--- config.mk ---
export PLATFORM = sky130hd
export DESIGN_NAME = ldma_chan
export DESIGN_NICKNAME = d
export VERILOG_FILES = /design/src/rtl/ldma_pkg.sv /design/src/rtl/ldma_regs.sv /design/src/rtl/ldma_lane.sv /design/src/rtl/ldma_seq.sv /design/src/rtl/ldma_chan.sv
export SDC_FILE = /design/constraint.sdc
export NUM_CORES = 1
export LEC_CHECK = 0
export ABC_AREA = 1
export BUFFER_PORTS_ARGS = -buffer_cell sky130_fd_sc_hd__clkbuf_2
export CELL_PAD_IN_SITES_DETAIL_PLACEMENT = 0
export CELL_PAD_IN_SITES_GLOBAL_PLACEMENT = 1
export CORE_ASPECT_RATIO = 1.1
export CORE_MARGIN = 1.5
export CORE_UTILIZATION = 40
export CTS_BUF_LIST = sky130_fd_sc_hd__clkbuf_2
export CTS_CLUSTER_SIZE = 30
export DETAILED_ROUTE_END_ITERATION = 10
export GPL_TIMING_DRIVEN = 0
export PLACE_DENSITY_LB_ADDON = 0.1
export SETUP_SLACK_MARGIN = 0.05
export SYNTH_ARGS = -nofsm -noshare
export SYNTH_HDL_FRONTEND = slang
export SYNTH_SLANG_ARGS = --single-unit
export TNS_END_PERCENT = 100
--- constraint.sdc ---
create_clock -name clk -period 7.44 [get_ports clk]
set_input_delay 1.116 -clock clk [delete_from_list [all_inputs] [get_ports clk]]
set_output_delay 1.116 -clock clk [all_outputs]
set_load 0.01 [all_outputs]
--- src/rtl/ldma_pkg.sv ---
package ldma_pkg;

   localparam int WORD_W = 32;
   localparam int LANES  = WORD_W / 8;

   // word index (cfg_addr[5:2]) of each register in the channel window
   localparam logic [3:0] W_RUN   = 4'd0;
   localparam logic [3:0] W_PAUSE = 4'd1;
   localparam logic [3:0] W_START = 4'd2;
   localparam logic [3:0] W_CFG   = 4'd3;
   localparam logic [3:0] W_SRC   = 4'd4;
   localparam logic [3:0] W_DST   = 4'd5;
   localparam logic [3:0] W_LEFT  = 4'd6;
   localparam logic [3:0] W_PARAM = 4'd7;

   typedef enum logic [2:0] {
      ST_IDLE, ST_FETCH, ST_RD, ST_WR, ST_GAP, ST_HOLD, ST_NEXT
   } ldma_state_e;

   // beat size code: min of both element size codes, capped at one word
   function automatic logic [1:0] beat_code(input logic [1:0] a, input logic [1:0] b);
      logic [1:0] m;
      m = (a < b) ? a : b;
      return (m > 2'd2) ? 2'd2 : m;
   endfunction

   // index of the final beat inside one burst
   function automatic logic [3:0] burst_last(input logic [1:0] code);
      case (code)
         2'd0:    return 4'd0;
         2'd1:    return 4'd3;
         2'd2:    return 4'd7;
         default: return 4'd15;
      endcase
   endfunction

endpackage

--- src/rtl/ldma_regs.sv ---
module ldma_regs
   import ldma_pkg::*;
(
   input  logic              clk,
   input  logic              rst_n,
   input  logic              cfg_we,
   input  logic [5:0]        cfg_addr,
   input  logic [WORD_W-1:0] cfg_wdata,
   output logic [WORD_W-1:0] cfg_rdata,
   input  logic              fin_i,
   input  logic [WORD_W-1:0] st_cfg_i,
   input  logic [WORD_W-1:0] st_src_i,
   input  logic [WORD_W-1:0] st_dst_i,
   input  logic [WORD_W-1:0] st_left_i,
   input  logic [WORD_W-1:0] st_param_i,
   output logic              run_o,
   output logic              pause_o,
   output logic              kick_o,
   output logic [WORD_W-1:0] start_o
);

   logic [3:0] widx;
   logic       run_q, pause_q;
   logic [WORD_W-1:0] start_q;

   assign widx = cfg_addr[5:2];

   always_ff @(posedge clk) begin
      if (!rst_n) begin
         run_q   <= 1'b0;
         pause_q <= 1'b0;
         start_q <= '0;
      end else begin
         if (cfg_we && widx == W_RUN)        run_q <= cfg_wdata[0];
         else if (fin_i)                     run_q <= 1'b0;
         if (cfg_we && widx == W_PAUSE)      pause_q <= cfg_wdata[0];
         if (cfg_we && widx == W_START)      start_q <= {cfg_wdata[WORD_W-1:2], 2'b00};
      end
   end

   assign kick_o  = cfg_we && (widx == W_RUN) && cfg_wdata[0] && !run_q;
   assign run_o   = run_q;
   assign pause_o = pause_q;
   assign start_o = start_q;

   always_comb begin
      case (widx)
         W_RUN:   cfg_rdata = {{(WORD_W-1){1'b0}}, run_q};
         W_PAUSE: cfg_rdata = {{(WORD_W-1){1'b0}}, pause_q};
         W_START: cfg_rdata = start_q;
         W_CFG:   cfg_rdata = st_cfg_i;
         W_SRC:   cfg_rdata = st_src_i;
         W_DST:   cfg_rdata = st_dst_i;
         W_LEFT:  cfg_rdata = st_left_i;
         W_PARAM: cfg_rdata = st_param_i;
         default: cfg_rdata = '0;
      endcase
   end

endmodule

--- src/rtl/ldma_lane.sv ---
module ldma_lane
   import ldma_pkg::*;
(
   input  logic [1:0]        src_code_i,
   input  logic [1:0]        dst_code_i,
   input  logic [1:0]        src_lane_i,
   input  logic [1:0]        dst_lane_i,
   input  logic [WORD_W-1:0] data_i,
   output logic [WORD_W-1:0] wdata_o,
   output logic [LANES-1:0]  be_o,
   output logic [2:0]        beat_bytes_o
);

   logic [2:0] nbytes;

   assign nbytes       = 3'd1 << beat_code(src_code_i, dst_code_i);
   assign beat_bytes_o = nbytes;

   for (genvar i = 0; i < LANES; i++) begin : g_lane
      logic [1:0] pick;
      logic [2:0] rel;
      always_comb begin
         pick = 2'(i) - dst_lane_i + src_lane_i;
         rel  = 3'(i) - {1'b0, dst_lane_i};
      end
      assign be_o[i]          = (2'(i) >= dst_lane_i) && (rel < nbytes);
      assign wdata_o[8*i +: 8] = data_i[8*pick +: 8];
   end

endmodule

--- src/rtl/ldma_seq.sv ---
module ldma_seq
   import ldma_pkg::*;
#(
   parameter logic [31:0] END_MARK = 32'hFFFF_F800,
   parameter int          WAIT_W   = 8
)(
   input  logic              clk,
   input  logic              rst_n,
   input  logic              run_i,
   input  logic              pause_i,
   input  logic              kick_i,
   input  logic [WORD_W-1:0] start_i,
   input  logic              mem_ack,
   input  logic [WORD_W-1:0] mem_rdata,
   input  logic [2:0]        beat_bytes_i,
   output logic              mem_req,
   output logic              mem_we,
   output logic [WORD_W-1:0] mem_addr,
   output logic [WORD_W-1:0] data_o,
   output logic [WORD_W-1:0] cfg_o,
   output logic [WORD_W-1:0] src_o,
   output logic [WORD_W-1:0] dst_o,
   output logic [WORD_W-1:0] left_o,
   output logic [WORD_W-1:0] param_o,
   output logic              done_o,
   output logic              fin_o,
   output ldma_state_e       state_o
);

   localparam int SRC_FIX_BIT = 5;
   localparam int DST_FIX_BIT = 21;
   localparam int BURST_LSB   = 22;

   ldma_state_e       state_q, beat_st;
   logic [2:0]        k_q;
   logic [3:0]        bcnt_q;
   logic [WAIT_W-1:0] gcnt_q, wait_v;
   logic [WORD_W-1:0] dptr_q, cfg_q, src_q, dst_q, left_q, param_q, next_q, data_q, left_n;

   assign wait_v  = param_q[WAIT_W-1:0];
   assign beat_st = pause_i ? ST_HOLD : ST_RD;
   assign left_n  = left_q - WORD_W'(beat_bytes_i);

   assign mem_req = run_i && (state_q == ST_FETCH || state_q == ST_RD || state_q == ST_WR);
   assign mem_we  = (state_q == ST_WR);
   always_comb begin
      case (state_q)
         ST_FETCH: mem_addr = dptr_q + {{(WORD_W-5){1'b0}}, k_q, 2'b00};
         ST_WR:    mem_addr = {dst_q[WORD_W-1:2], 2'b00};
         default:  mem_addr = {src_q[WORD_W-1:2], 2'b00};
      endcase
   end

   always_ff @(posedge clk) begin
      if (!rst_n) begin
         state_q <= ST_IDLE;
         k_q     <= '0;
         bcnt_q  <= '0;
         gcnt_q  <= '0;
         dptr_q  <= '0;
         cfg_q   <= '0;
         src_q   <= '0;
         dst_q   <= '0;
         left_q  <= '0;
         param_q <= '0;
         next_q  <= '0;
         data_q  <= '0;
      end else if (state_q != ST_IDLE && !run_i) begin
         state_q <= ST_IDLE;
      end else begin
         case (state_q)
            ST_IDLE: if (kick_i) begin
               dptr_q  <= start_i;
               k_q     <= '0;
               state_q <= ST_FETCH;
            end
            ST_FETCH: if (mem_ack) begin
               case (k_q)
                  3'd0:    cfg_q   <= mem_rdata;
                  3'd1:    src_q   <= mem_rdata;
                  3'd2:    dst_q   <= mem_rdata;
                  3'd3:    left_q  <= mem_rdata;
                  3'd4:    param_q <= mem_rdata;
                  default: next_q  <= mem_rdata;
               endcase
               k_q <= k_q + 3'd1;
               if (k_q == 3'd5) begin
                  bcnt_q  <= '0;
                  state_q <= (left_q == '0) ? ST_NEXT : beat_st;
               end
            end
            ST_RD: if (mem_ack) begin
               data_q  <= mem_rdata;
               state_q <= ST_WR;
            end
            ST_WR: if (mem_ack) begin
               left_q <= left_n;
               if (!cfg_q[SRC_FIX_BIT]) src_q <= src_q + WORD_W'(beat_bytes_i);
               if (!cfg_q[DST_FIX_BIT]) dst_q <= dst_q + WORD_W'(beat_bytes_i);
               if (left_n == '0) begin
                  state_q <= ST_NEXT;
               end else if (bcnt_q == burst_last(cfg_q[BURST_LSB +: 2])) begin
                  bcnt_q <= '0;
                  if (wait_v != '0) begin
                     gcnt_q  <= wait_v;
                     state_q <= ST_GAP;
                  end else begin
                     state_q <= beat_st;
                  end
               end else begin
                  bcnt_q  <= bcnt_q + 4'd1;
                  state_q <= beat_st;
               end
            end
            ST_GAP: begin
               if (gcnt_q == WAIT_W'(1)) state_q <= beat_st;
               else                      gcnt_q  <= gcnt_q - WAIT_W'(1);
            end
            ST_HOLD: if (!pause_i) state_q <= ST_RD;
            ST_NEXT: begin
               if (next_q == END_MARK) begin
                  state_q <= ST_IDLE;
               end else begin
                  dptr_q  <= next_q;
                  k_q     <= '0;
                  state_q <= ST_FETCH;
               end
            end
            default: state_q <= ST_IDLE;
         endcase
      end
   end

   assign done_o  = (state_q == ST_NEXT);
   assign fin_o   = (state_q == ST_NEXT) && (next_q == END_MARK);
   assign data_o  = data_q;
   assign cfg_o   = cfg_q;
   assign src_o   = src_q;
   assign dst_o   = dst_q;
   assign left_o  = left_q;
   assign param_o = param_q;
   assign state_o = state_q;

endmodule

--- src/rtl/ldma_chan.sv ---
module ldma_chan
   import ldma_pkg::*;
#(
   parameter logic [31:0] END_MARK = 32'hFFFF_F800,
   parameter int          WAIT_W   = 8
)(
   input  logic        clk,
   input  logic        rst_n,
   input  logic        cfg_we,
   input  logic [5:0]  cfg_addr,
   input  logic [31:0] cfg_wdata,
   output logic [31:0] cfg_rdata,
   output logic        mem_req,
   output logic        mem_we,
   output logic [31:0] mem_addr,
   output logic [31:0] mem_wdata,
   output logic [3:0]  mem_be,
   input  logic        mem_ack,
   input  logic [31:0] mem_rdata,
   output logic        done_o
);

   if (WAIT_W < 1 || WAIT_W > 8) begin : g_bad_wait
      $error("ldma_chan: WAIT_W must lie in 1..8");
   end
   if (END_MARK[1:0] != 2'b00) begin : g_bad_mark
      $error("ldma_chan: END_MARK must be word aligned");
   end
   if (LANES != 4) begin : g_bad_lanes
      $error("ldma_chan: data path must be one 32-bit word");
   end

   logic        run_q, pause_q, kick, fin;
   logic [31:0] start_a, st_cfg, st_src, st_dst, st_left, st_param, beat_data;
   logic [2:0]  beat_bytes;
   ldma_state_e seq_state;

   ldma_regs u_regs (
      .clk(clk), .rst_n(rst_n),
      .cfg_we(cfg_we), .cfg_addr(cfg_addr), .cfg_wdata(cfg_wdata), .cfg_rdata(cfg_rdata),
      .fin_i(fin),
      .st_cfg_i(st_cfg), .st_src_i(st_src), .st_dst_i(st_dst),
      .st_left_i(st_left), .st_param_i(st_param),
      .run_o(run_q), .pause_o(pause_q), .kick_o(kick), .start_o(start_a)
   );

   ldma_seq #(.END_MARK(END_MARK), .WAIT_W(WAIT_W)) u_seq (
      .clk(clk), .rst_n(rst_n),
      .run_i(run_q), .pause_i(pause_q), .kick_i(kick), .start_i(start_a),
      .mem_ack(mem_ack), .mem_rdata(mem_rdata), .beat_bytes_i(beat_bytes),
      .mem_req(mem_req), .mem_we(mem_we), .mem_addr(mem_addr), .data_o(beat_data),
      .cfg_o(st_cfg), .src_o(st_src), .dst_o(st_dst), .left_o(st_left), .param_o(st_param),
      .done_o(done_o), .fin_o(fin), .state_o(seq_state)
   );

   ldma_lane u_lane (
      .src_code_i(st_cfg[10:9]), .dst_code_i(st_cfg[26:25]),
      .src_lane_i(st_src[1:0]),  .dst_lane_i(st_dst[1:0]),
      .data_i(beat_data), .wdata_o(mem_wdata), .be_o(mem_be), .beat_bytes_o(beat_bytes)
   );

endmodule

==> results.py <==
metrics = {
    "status": {
        "status": "finished clean",
    },
    "setup_path": {
        "endpoint_kind": "output pin",
        "cp_common_cell": "clkbuf_1",
        "cp-start-kind": "flop",
        "cpPeakStageDelay_ns": 0.71,
        "crit_chain": "inv_2 > nor3_4 > clkbuf_1 > clkbuf_1 > clkbuf_1 > nand2_1 > o221ai_1 > clkbuf_2",
        "reg2reg_slack_ns": 2.81,
        "worstSetupPathType": "flop to output pin",
        "required_ns": 6.32,
        "critical-path-slowest-cell": "clkbuf_1",
        "worst_ep_arrival_time_ns": 4.80,
        "critPathMaxFanout": 10,
    },
    "placed_design": {
        "gp_congestion": 1.03,
        "place_inst": 3563,
        "post-place-ws_ns": 2.34,
        "portBuffers": 172,
        "post-dp-hpwl_um": 81700,
        "place_area_um2": 19800,
    },
    "timing": {
        "clock_skew_ns": 0.110,
        "hold_ws_ns": 0.274,
        "fin_crit_ns": 5.92,
        "grt_setup_unrepaired": "no",
        "fmax_mhz": 169,
        "setup_tns_ns": 0,
        "hold_violations": 0,
        "finalSetupViolations": 0,
        "worstMarginPinSlew_ns": 1.14,
        "fin_ws_ns": 1.52,
        "max_slew_margin_pct": 23.8,
        "fin_crit_sh_pct": 79.5,
        "slew_viol_final": 0,
    },
    "floorplanning": {
        "core_area_um2": 44600,
        "chipHeight_um": 226,
        "rows": 81,
        "io_pins": 177,
        "initial_utilization_pct": 40.7,
        "die_area_um2": 46700,
        "die_x_um": 206,
    },
    "drt": {
        "drt-initial-drc-count": 2893,
        "drc": 0,
        "antenna_left": 0,
        "totalWireLength_um": 104000,
        "dr.max_layer_used": "met5",
        "via_per_inst": 6.07,
        "met1Wirelength_um": 39100,
        "first_pass_iters": 6,
        "wl_per_cell_um": 28.0,
        "via_count": 22600,
        "met2_wirelength_um": 45200,
        "wl_met3_um": 10500,
    },
    "yosys": {
        "synth.distinct_cells": 46,
        "synth_enable_flop_cells": 0,
        "synth.top_cell.area_share_pct": 33.7,
        "synth.avg_cell_area_um2": 6.46,
        "synth_top_cell_by_area": "dfxtp_1",
        "synthTopCellsByArea": "dfxtp_1 (34%), nand2_1 (12%), o21ai_0 (11%)",
        "synth_fp_nets": 2922,
        "syn_inst": 2810,
        "syn_area_um2": 18200,
        "ys_warn_count": 0,
        "yosysMostFrequentCell": "nand2_1",
        "ys_async_sr_fraction_pct": 0,
        "synthTopCellsByCount": "nand2_1 (561), o21ai_0 (394), inv_1 (315)",
        "synth-main-ff-cell": "dfxtp_1",
        "seq_area_frac_synth_pct": 33.7,
        "synth.ff_latch_count": 306,
    },
    "cells_and_area": {
        "fin_area_um2": 20600,
        "finalNonFillerCells": 3719,
        "syn2layout_area_growth_pct": 13.3,
        "drive_above_1_share_pct": 11.4,
        "nNetsFinal": 3183,
    },
    "clock_network": {
        "cts_resized": 0,
        "clockBufferDepth": 3,
        "ctsHoldBuffers": 0,
        "clkTransAtPathRegs_ns": 0.09,
        "clock_latency_ns": 1.15,
        "post_cts_buffers": 0,
        "cts_num_sinks": 306,
        "cts_tree": "built",
        "cts_buffers": 87,
        "htreeDepth": 3,
        "cts_root_buf": "clkbuf_2",
    },
    "grt": {
        "grt_remaining_overflow": 0,
        "grt_pass1_wl_um": 144000,
        "grt_antenna_before_repair": 9,
        "grt_usage_pct": 43.7,
        "grt_pass1_vias": 20900,
        "grt_max_degree": 12,
    },
    "pwr": {
        "power-per-cell-area_nw_per_um2": 267,
        "peakVddDrop_mv": 0.148,
        "p_leak_nw": 8.34,
    },
    "worst_hold_path": {
        "hp-class": "input pin to flop",
    },
    "job": {
        "maxCapViolations": 0,
    },
}
-- power breakdown --
part	switching [mW]	internal, mW
registers	0.202	1.79
logic	1.52	0.582
clock network	0.839	0.560
-- registers in the layout (all words and copies together) (netlist names), 3 cells and up --
signal and flops:
u_seq.data_o 32, u_seq.src_o 32, u_seq.next_q 32, u_seq.gcnt_q 8, u_seq.cfg_o 32, u_seq.k_q 3
u_seq.dptr_q 32, u_regs.start_o 30, u_seq.bcnt_q 4, u_seq.param_o 32, u_seq.left_o 32, u_seq.dst_o 32
u_seq.state_o 3
-- cell type report --
type                            instances  area (um^2)
Fill cell                            4888        24000
Multi-Input combinational cell       2029        10200
Sequential cell                       306         6130
Inverter                              324         1220
Timing Repair Buffer                  172          861
Tap cell                              581          727
Clock buffer                          127          636
Buffer                                151          588
Clock inverter                         27          189
Antenna cell                            2         5.00
-- worst max-delay path: cells and delay by family (launching register included) --
family / cells / cell delay [ns]
AO/OA/AOI/OAI: 1 / 0.14
buffers and inverters: 5 / 2.19
flip-flops: 1 / 0.46
AND/OR/NAND/NOR: 2 / 0.88
-- per-layer routing --
metal  vias up  track usage [%]
met5         -                0
met4         6             34.5
met3       380             9.11
met2      1419             67.4
met1     10700             52.6
li1      10100                -
-- cells in the final DEF (no fill, tap or decap), types with 84 or more instances in the layout --
cell	instances
a21oi_1	201
a31oi_1	84
clkbuf_1	128
clkbuf_2	299
dfxtp_1	306
inv_1	315
nand2_1	561
nand3_1	142
nor2_1	293
o21ai_0	394
-- kinds of logic after synthesis --
| group | Yosys count | synth area share [%] |
|---|---|---|
| AND/OR/NAND/NOR | 1124 | 26.0 |
| AO/OA/AOI/OAI | 826 | 25.6 |
| buffers and inverters | 475 | 9.93 |
| flip-flops | 306 | 33.7 |
| XOR/XNOR | 41 | 1.98 |
| adder cells (fa/ha/maj) | 38 | 2.78 |
-- stage by stage --
stage                     util (%)  total power [mW]
final                         46.2              5.49
after global routing          46.2              5.75
after CTS                     46.1              5.41
after detailed placement      44.3              4.04
after global placement        44.3              4.02
after floorplan                  -              3.25
-- final timing paths --
kind | endpoint | from | depth (start not counted)
max reg2reg | u_seq.src_o[28] | u_seq.cfg_o[26] | 21
max | mem_addr[23] | u_seq.state_o[0] | 8
min | u_regs.start_o[20] | cfg_wdata[20] | 3
min reg2reg | u_seq.dptr_q[0] | u_seq.dptr_q[0] | 2
Note: power is estimated with default switching activity, not from simulation.
